$ cat config.mk
export PLATFORM = sky130hd
export DESIGN_NAME = frameAlloc
export DESIGN_NICKNAME = d
export VERILOG_FILES = /design/src/rtl/frameAllocPkg.sv /design/src/rtl/frameAllocPath.sv /design/src/rtl/frameAllocCtl.sv /design/src/rtl/frameAlloc.sv
export SDC_FILE = /design/constraint.sdc
export NUM_CORES = 1
export LEC_CHECK = 0
export CAP_MARGIN = 20
export CORE_MARGIN = 4
export CORE_UTILIZATION = 45
export CTS_CLUSTER_DIAMETER = 100
export DETAILED_ROUTE_END_ITERATION = 6
export HOLD_SLACK_MARGIN = 0.1
export PLACE_DENSITY = 0.87
export SLEW_MARGIN = 20
export SYNTH_ARGS = -nofsm -noshare
export SYNTH_HDL_FRONTEND = slang
export SYNTH_SLANG_ARGS = --single-unit
$ cat constraint.sdc
create_clock -name clk -period 3.9 [get_ports clk]
set_input_delay 0.39 -clock clk [delete_from_list [all_inputs] [get_ports clk]]
set_output_delay 0.39 -clock clk [all_outputs]
set_load 0.03 [all_outputs]
$ cat src/rtl/frameAllocPkg.sv
package frameAllocPkg;
  typedef enum logic [1:0] {
    ADR_TABLE = 2'd0,
    ADR_FRAME = 2'd1,
    ADR_BELOW = 2'd2
  } addrSel_e;

  typedef enum logic {
    WD_RDATA = 1'b0,
    WD_FRAME = 1'b1
  } wdSel_e;

  typedef struct packed {
    logic     memRd;
    logic     memWr;
    addrSel_e addrSel;
    wdSel_e   wdSel;
    logic     ldReq;
    logic     hop;
    logic     ldFrame;
    logic     ldIdxMem;
    logic     rspOk;
    logic     rspFail;
    logic     rspHop;
    logic     rspNull;
  } ctlStrobe_t;
endpackage

$ cat src/rtl/frameAllocPath.sv
module frameAllocPath
  import frameAllocPkg::*;
#(
  parameter int ADDR_W = 16,
  parameter int IDX_W = 8,
  parameter logic [ADDR_W-1:0] TABLE_BASE = 16'h0100,
  parameter int MAX_HOPS = 16
) (
  input  logic              clk,
  input  logic              rstN,
  input  ctlStrobe_t        ctl,
  input  logic [IDX_W-1:0]  reqIndex,
  input  logic [ADDR_W-1:0] reqAddr,
  input  logic [ADDR_W-1:0] memRdata,
  output logic [ADDR_W-1:0] memAddr,
  output logic [ADDR_W-1:0] memWdata,
  output logic [1:0]        headTag,
  output logic              headZero,
  output logic              hopsUsed,
  output logic [ADDR_W-1:0] respAddr,
  output logic              respFail,
  output logic [IDX_W:0]    failParam,
  output logic              respHopErr,
  output logic              respNullErr
);
  localparam int HOP_W = $clog2(MAX_HOPS + 1);

  logic [IDX_W-1:0]  curIdx;
  logic [IDX_W-1:0]  origIdx;
  logic [ADDR_W-1:0] frameReg;
  logic [HOP_W-1:0]  hopCnt;
  logic [ADDR_W-1:0] tableAddr;

  assign tableAddr = TABLE_BASE + ADDR_W'(curIdx);
  assign headTag   = memRdata[1:0];
  assign headZero  = (memRdata == '0);
  assign hopsUsed  = (hopCnt == HOP_W'(MAX_HOPS));

  always_comb begin
    case (ctl.addrSel)
      ADR_FRAME: memAddr = frameReg;
      ADR_BELOW: memAddr = frameReg - ADDR_W'(1);
      default:   memAddr = tableAddr;
    endcase
    memWdata = (ctl.wdSel == WD_FRAME) ? frameReg : memRdata;
  end

  always_ff @(posedge clk) begin
    if (!rstN) begin
      curIdx   <= '0;
      origIdx  <= '0;
      frameReg <= '0;
      hopCnt   <= '0;
    end else begin
      if (ctl.ldReq) begin
        curIdx   <= reqIndex;
        origIdx  <= reqIndex;
        frameReg <= reqAddr;
        hopCnt   <= '0;
      end
      if (ctl.hop) begin
        curIdx <= memRdata[IDX_W+1:2];
        hopCnt <= hopCnt + HOP_W'(1);
      end
      if (ctl.ldFrame)  frameReg <= memRdata;
      if (ctl.ldIdxMem) curIdx   <= memRdata[IDX_W-1:0];
    end
  end

  always_ff @(posedge clk) begin
    if (!rstN) begin
      respAddr    <= '0;
      respFail    <= 1'b0;
      failParam   <= '0;
      respHopErr  <= 1'b0;
      respNullErr <= 1'b0;
    end else if (ctl.rspOk | ctl.rspFail | ctl.rspHop | ctl.rspNull) begin
      respAddr    <= ctl.rspOk ? frameReg : '0;
      respFail    <= ctl.rspFail;
      failParam   <= ctl.rspFail ? {origIdx, 1'b0} : '0;
      respHopErr  <= ctl.rspHop;
      respNullErr <= ctl.rspNull;
    end
  end
endmodule

$ cat src/rtl/frameAllocCtl.sv
module frameAllocCtl
  import frameAllocPkg::*;
(
  input  logic       clk,
  input  logic       rstN,
  input  logic       reqValid,
  input  logic       reqFree,
  input  logic [1:0] headTag,
  input  logic       headZero,
  input  logic       hopsUsed,
  output logic       reqReady,
  output logic       done,
  output ctlStrobe_t ctl
);
  typedef enum logic [3:0] {
    S_IDLE, S_A_HEAD_RD, S_A_HEAD_WT, S_A_NEXT_RD, S_A_NEXT_WT,
    S_F_IDX_RD, S_F_IDX_WT, S_F_HEAD_RD, S_F_HEAD_WT, S_F_LINK, S_RESP
  } state_e;

  state_e state, nextState;

  assign reqReady = (state == S_IDLE);
  assign done     = (state == S_RESP);

  always_comb begin
    ctl       = '0;
    nextState = state;
    case (state)
      S_IDLE: if (reqValid) begin
        ctl.ldReq = 1'b1;
        nextState = reqFree ? S_F_IDX_RD : S_A_HEAD_RD;
      end
      S_A_HEAD_RD: begin
        ctl.memRd   = 1'b1;
        ctl.addrSel = ADR_TABLE;
        nextState   = S_A_HEAD_WT;
      end
      S_A_HEAD_WT: begin
        if (headTag == 2'b00) begin
          if (headZero) begin
            ctl.rspNull = 1'b1;
            nextState   = S_RESP;
          end else begin
            ctl.ldFrame = 1'b1;
            nextState   = S_A_NEXT_RD;
          end
        end else if (headTag == 2'b01) begin
          ctl.rspFail = 1'b1;
          nextState   = S_RESP;
        end else if (hopsUsed) begin
          ctl.rspHop = 1'b1;
          nextState  = S_RESP;
        end else begin
          ctl.hop   = 1'b1;
          nextState = S_A_HEAD_RD;
        end
      end
      S_A_NEXT_RD: begin
        ctl.memRd   = 1'b1;
        ctl.addrSel = ADR_FRAME;
        nextState   = S_A_NEXT_WT;
      end
      S_A_NEXT_WT: begin
        ctl.memWr   = 1'b1;
        ctl.addrSel = ADR_TABLE;
        ctl.wdSel   = WD_RDATA;
        ctl.rspOk   = 1'b1;
        nextState   = S_RESP;
      end
      S_F_IDX_RD: begin
        ctl.memRd   = 1'b1;
        ctl.addrSel = ADR_BELOW;
        nextState   = S_F_IDX_WT;
      end
      S_F_IDX_WT: begin
        ctl.ldIdxMem = 1'b1;
        nextState    = S_F_HEAD_RD;
      end
      S_F_HEAD_RD: begin
        ctl.memRd   = 1'b1;
        ctl.addrSel = ADR_TABLE;
        nextState   = S_F_HEAD_WT;
      end
      S_F_HEAD_WT: begin
        ctl.memWr   = 1'b1;
        ctl.addrSel = ADR_FRAME;
        ctl.wdSel   = WD_RDATA;
        nextState   = S_F_LINK;
      end
      S_F_LINK: begin
        ctl.memWr   = 1'b1;
        ctl.addrSel = ADR_TABLE;
        ctl.wdSel   = WD_FRAME;
        ctl.rspOk   = 1'b1;
        nextState   = S_RESP;
      end
      S_RESP:  nextState = S_IDLE;
      default: nextState = S_IDLE;
    endcase
  end

  always_ff @(posedge clk) begin
    if (!rstN) state <= S_IDLE;
    else       state <= nextState;
  end
endmodule

$ cat src/rtl/frameAlloc.sv
module frameAlloc
  import frameAllocPkg::*;
#(
  parameter int ADDR_W = 16,
  parameter int IDX_W = 8,
  parameter logic [ADDR_W-1:0] TABLE_BASE = 16'h0100,
  parameter int MAX_HOPS = 16
) (
  input  logic              clk,
  input  logic              rstN,
  input  logic              reqValid,
  output logic              reqReady,
  input  logic              reqFree,
  input  logic [IDX_W-1:0]  reqIndex,
  input  logic [ADDR_W-1:0] reqAddr,
  output logic              done,
  output logic [ADDR_W-1:0] respAddr,
  output logic              respFail,
  output logic [IDX_W:0]    failParam,
  output logic              respHopErr,
  output logic              respNullErr,
  output logic [ADDR_W-1:0] memAddr,
  output logic              memRd,
  output logic              memWr,
  output logic [ADDR_W-1:0] memWdata,
  input  logic [ADDR_W-1:0] memRdata
);
  ctlStrobe_t ctl;
  logic [1:0] headTag;
  logic       headZero;
  logic       hopsUsed;

  assign memRd = ctl.memRd;
  assign memWr = ctl.memWr;

  frameAllocCtl uCtl (
    .clk(clk), .rstN(rstN), .reqValid(reqValid), .reqFree(reqFree),
    .headTag(headTag), .headZero(headZero), .hopsUsed(hopsUsed),
    .reqReady(reqReady), .done(done), .ctl(ctl)
  );

  frameAllocPath #(
    .ADDR_W(ADDR_W), .IDX_W(IDX_W), .TABLE_BASE(TABLE_BASE), .MAX_HOPS(MAX_HOPS)
  ) uPath (
    .clk(clk), .rstN(rstN), .ctl(ctl), .reqIndex(reqIndex), .reqAddr(reqAddr),
    .memRdata(memRdata), .memAddr(memAddr), .memWdata(memWdata),
    .headTag(headTag), .headZero(headZero), .hopsUsed(hopsUsed),
    .respAddr(respAddr), .respFail(respFail), .failParam(failParam),
    .respHopErr(respHopErr), .respNullErr(respNullErr)
  );
endmodule

* After elaboration in Yosys (flattened, before gate mapping) *
Index checks and enable logic that the tools add are counted.

cells by class
  multiplexer cells = 39
  equality and inequality tests = 15
  bitwise logic cells = 3
  add/subtract/negate cells = 3
  reductions and logical operators = 10

operators by type and width
  operator                 number
  $mux W16                 4
  $pmux W4 S9              1
  $pmux W16 S2             1
  $mux W8                  3
  $mux W4                  5
  $mux W1                  17
  $eq A4 B3 Y1 const B     4
  $logic_not A16 Y1        1
  $sub A16 B1 Y16 const B  1
  $eq A4 B4 Y1 const B     3
  $add A9 B8 Y10 const A   1
  $mux W5                  2
  $mux W9                  1
  $eq A4 B2 Y1 const B     2
  $mux W3                  2
  $add A5 B1 Y5 const B    1
  $eq A5 B5 Y1 const B     1
  $eq A2 B1 Y1 const B     2
  $eq A4 B1 Y1 const B     1
  $logic_not A4 Y1         1
  $mux W2                  2
  $pmux W2 S2              1
  $reduce_bool A2 Y1       2
  $reduce_or A2 Y1         2
  other kinds (7)          9

word-level totals
  output and inout port bits = 64
  input port bits = 44
  word-level logic and storage cells = 80
  flip-flop bits (word level) = 69

* Longest topological paths before layout *
  word-level depth = 8
  depth in mapped cells = 13
  gate-level depth less buffers = 9

* Cells and area by module *
Synthesis repeated with hierarchy kept, for this count alone.

second synthesis, totals
  cells, all modules = 481
  area total of the unflattened synthesis = 4046.4 um2

modules (own cells, without submodules)
  module          cells each  sequential area each (um2)  area each (um2)  times used
  frameAllocPath  427         1281.2                      3649.8           1
  frameAllocCtl   54          80.1                        396.6            1

* Worst setup path before layout *
Ideal clock, no wire load.

  kind = flip-flop to output port
  start = register uCtl.state[0]
  end = output memAddr[8]
  buffers on the path = 3
  cell stages (with the launch flop) = 10
  setup slack = 0.199 ns
  data arrival time = 3.311 ns
  path through = dfxtp_1 -> clkbuf_1 -> nor2b_1 -> nand2_1 -> inv_1 -> ha_1 -> clkbuf_1 -> inv_1 -> clkbuf_1 -> o311ai_0

on the way
  word-level cells in the longest chain between the ends = 5

RTL lines
  item                                                 RTL line              source
  from (decl)                                          frameAllocCtl.sv:20   state_e state, nextState;
  from (signal assigned)                               frameAllocCtl.sv:104  else state <= nextState;
  $eq A4 B2 Y1 / $eq A4 B4 Y1 (equally long branches)  frameAllocCtl.sv:28   case (state)
  $reduce_or A2 Y1 (no source line)                    --
  $pmux W2 S2 *                                        frameAllocCtl.sv:28
  $eq A2 B2 Y1 / $eq A2 B1 Y1 (equally long branches)  frameAllocPath.sv:40  case (ctl.addrSel)
  $pmux W16 S2 *                                       frameAllocPath.sv:40
  to (decl)                                            frameAlloc.sv:22      output logic [ADDR_W-1:0] memAddr,

Every way passes the cells marked *; elsewhere a longest branch is shown, timed or not.

* Worst setup path after layout *
  start = register uPath.frameReg[2]
  end = output memAddr[15]

on the way
  word-level cells in the longest chain between the ends = 2

RTL lines
  item                    RTL line              source
  from (decl)             frameAllocPath.sv:30  logic [ADDR_W-1:0] frameReg;
  from (signal assigned)  frameAllocPath.sv:58  frameReg <= reqAddr;
  from (signal assigned)  frameAllocPath.sv:65  if (ctl.ldFrame) frameReg <= memRdata;
  $sub A16 B1 Y16         frameAllocPath.sv:42  ADR_BELOW: memAddr = frameReg - ADDR_W'(1);
  $pmux W16 S2            frameAllocPath.sv:40

Every way passes these cells.

==> impl_summary.md <==
Global route
The number of antenna violations at the first check in global routing is 0. The via count of the first global-routing pass came to roughly 4.0k. The global route total overflow is 0. The first global-routing pass estimated roughly 20 mm of wire. The combined global-route utilization of all metal layers is 25.1%. Entering global routing, the biggest net connects 36 pins.

Finish
The share of layout cells above drive strength 1 is under 10%. The signed area change from the synthesized netlist to the final layout is 33.9%. For this run, the share of the core covered by cells in the final layout is 62.0%.

The number of antenna diodes in the final layout is 0. The non-filler instance count after layout is 646. The net count of the finished layout is just under 600.

Synth
The post-synthesis cell area is 3800 µm². After Yosys synthesis, and, or, nand and nor cells account for 19.9% of the synthesized area. The share of flip-flops with an asynchronous set or reset is 0%. The parity-gate share of the synthesized area counting xor and xnor cells is less than 1%. The dominant combinational cell family by area after synthesis is compound AO/OA/AOI/OAI gates. The total number of yosys warnings is 0. Multiplexer cells account for under 10% of the synthesized area. The number of synthesized register bits is between 60 and 70. In the post-synthesis netlist, the biggest area contributors are sky130_fd_sc_hd__dfxtp_1 (36%), sky130_fd_sc_hd__a32o_1 (8.2%), sky130_fd_sc_hd__nand2_1 (6.3%), sky130_fd_sc_hd__mux2_2 (5.0%), sky130_fd_sc_hd__o21ai_0 (3.8%). The adder-cell share of the synthesized area is around 1.6%. The net count after synthesis is around 510. For this run, the leading register cell type out of synthesis is sky130_fd_sc_hd__dfxtp_1. The complex-gate fraction of the synthesized area is 29.5%. The cell with the most instances after synthesis is sky130_fd_sc_hd__dfxtp_1. The proportion of netlist area held by the largest area contributor is ~36%. The number of distinct standard cells referenced by the synthesized netlist is 55.

The gate count after technology mapping is roughly 460. By count the netlist is led by sky130_fd_sc_hd__dfxtp_1 (68), sky130_fd_sc_hd__nand2_1 (64), sky130_fd_sc_hd__clkbuf_1 (36). Of all cell types, the one taking the most synthesized area is sky130_fd_sc_hd__dfxtp_1. Averaged over all synthesized cells, the footprint is approximately 8.3 µm².

After synthesis, flip-flops and latches occupy between 30 and 40% of the total area. The number of synthesized flops with an enable pin is 0.

Route
After detailed routing, the average wire length per cell comes to ~20 µm. The total via count after detailed routing is ~4.2k. In the routed layout, each cell is associated on average with a via count of between 6 and 7. The violation count after the first detailed-routing iteration is around 550. In the routed design, unresolved DRC markers number 0.

For this run, the detailed router's first-pass iteration total came to 6. The number of nets still failing antenna checks after routing is 0. The total wire length after detailed routing is 13.0 mm.

STA
The clock period minus final worst setup slack is 3.69 ns. Setup repair after global routing left no endpoint under its margin. The worst slack on hold paths is ~0.47 ns. The share of the cycle needed by the critical path after routing is 94.7%.

The maximum clock skew at final layout is 0.00590 ns. The sum of negative setup slack is 0 ns. The max-slew violation count came to 0. The final hold violation count is 0. At the pin with the least slew margin, the transition time is 0.978 ns.

The setup violation total in the final timing report is 0. The worst relative slew slack is about a third. For this run, the top clock speed supported by timing is 271 MHz.

CTS
Once the clock tree was built, the resizer swapped 0 gates to a different size. Buffers inserted to repair hold after CTS numbered 0. Clock latency on the worst-skew pair, taken at its later pin, is between 0.3 and 0.4 ns.

The level count of the clock H-tree is 3. The maximum clock insertion buffer count is 2. The buffer cell driving the clock tree root is sky130_fd_sc_hd__clkbuf_8. After clock tree synthesis, the clock-pin slew on the worst setup and hold paths is roughly 0.07 ns. The tree built by TritonCTS fans out to slightly below 70 sinks. The number of buffers inserted during clock tree synthesis is 9. TritonCTS built the clock tree.

In this run the post-CTS setup repair buffer count came out at 0.

Outcome
The flow ran to the end, and the final reports show no timing, DRC or antenna violations.

Die
During I/O placement, the number of pins put on the boundary was around 110. Row generation in the floorplan step produced 33 rows. The width of the chip is roughly 100 µm.

The total area inside the core boundary comes to between 8000 and 9000 µm². The die area is around 10000 µm². The starting density of the core is 46.3%. The die height is around 100 µm.

Power
In this run the static leakage power is approximately 1.7 nW. The maximum VDD drop is between 0.0002 and 0.00025 V. The design draws 0.00313 W.

The power density of the placed cells is between 600 and 700 nW/µm².

Setup path
By startpoint and endpoint, the worst setup path is classified as reg -> out. STA classifies the critical path endpoint as a primary output. The critical path starts at uPath.frameReg[2]. STA classifies the critical path startpoint as a flop. The maximum fanout along the worst path is 9. At the worst endpoint, the arrival time is around 3.3 ns. The critical path goes through nor4_1 -> nand3_1 -> or4_1 -> a31oi_1 -> clkdlybuf4s50_1.

Among all stages on the critical path, the largest delay is contributed by sky130_fd_sc_hd__nor4_1. The launch point of the worst reg-to-reg path is uCtl.state[1]. Data on the critical path is required at its endpoint by 3.51 ns.

The largest stage delay on the critical path is 0.85 ns.

Place
The quantity of I/O buffers inserted on ports is approximately 110. The final RePlAce weighted congestion is between 0.9 and 1. The post-placement cell count is approximately 630. The sum of net half-perimeters after detailed placement is between 9 and 10 mm.

Hold path
The worst hold path begins at uPath.origIdx[5]. The worst hold path belongs to the class reg -> reg.

Job
Max-cap violations in this run came to 0.
==> report_power, final <==
group	leakage [nW]	switching (W)	internal, W
combinational	1.07	0.000884	0.000566
sequential	0.553	0.000232	0.000828
clock	0.0956	0.000265	0.000357
==> registers in the layout (all words and copies together), names as in the netlist <==
signal and count:
uPath.respHopErr 1, uPath.frameReg 16, uPath.respFail 1, uPath.respNullErr 1, uPath.respAddr 16, uPath.curIdx 8, uPath.hopCnt 5, uPath.origIdx 8
uCtl.state 4, uPath.failParam 8
==> stage by stage <==
stage	instance area, µm²	setup WS [ns]
after floorplan	3800	0.199
after CTS	5080	0.202
after global routing	5090	0.0219
after global placement	4880	0.754
after detailed placement	4880	0.596
final	5090	0.207
==> cells by family after synthesis <==
logic type | Yosys count
compound gates | 150
simple gates | 146
xor+xnor | 1
buf+inv | 68
flops | 68
mux | 18
other cells | 1
fa+ha+maj | 5
==> path summary, 6_finish.rpt <==
check                                          end  slack [ns]  cells past startpoint
worst max-delay path                   memAddr[15]        0.21                      5
worst min-delay path              uPath.origIdx[5]        0.47                      2
worst max register to register  uPath.frameReg[11]        1.06                      4
worst min register to register    uPath.origIdx[5]        0.47                      2
==> placed cells by master, fill, tap and decap left out, drive strengths merged, types with 4 or more instances in the layout <==
cell	count
a21oi	20
a311oi	16
a31oi	16
a32o	31
a41oi	9
and3	5
buf	10
clkbuf	11
clkdlybuf4s50	106
dfxtp	68
ha	5
inv	21
mux2	17
nand2	64
nand3	13
nor2	10
nor3	17
nor4	7
o21ai	29
o221a	4
o311ai	4
or3	4
or4	4
==> critical path: cells and delay by family (launching register included) <==
kind | cells | cell delay [ns]
buffers and inverters | 1 | 0.69
DFF | 1 | 0.43
AOI/OAI and AO/OA | 1 | 0.17
and+or+nand+nor | 3 | 1.68
==> per-layer routing <==
metal | track usage (%) | routed length, µm | vias to the layer above
met5 | 0 | 0 | -
met4 | 10.5 | 365 | 0
met3 | 5.63 | 1530 | 48
met2 | 37.8 | 5870 | 295
met1 | 34.5 | 5190 | 1965
li1 | - | - | 1899
==> layout make-up <==
type                            instances  area, µm²
Sequential cell                        68       1360
Clock buffer                           11        131
Fill cell                             682       3120
Multi-Input combinational cell        321       2180
Inverter                               21       78.8
Timing Repair Buffer                  116       1140
Tap cell                              105        131
Clock inverter                          4       75.1
Power figures use the tool's default switching activity.
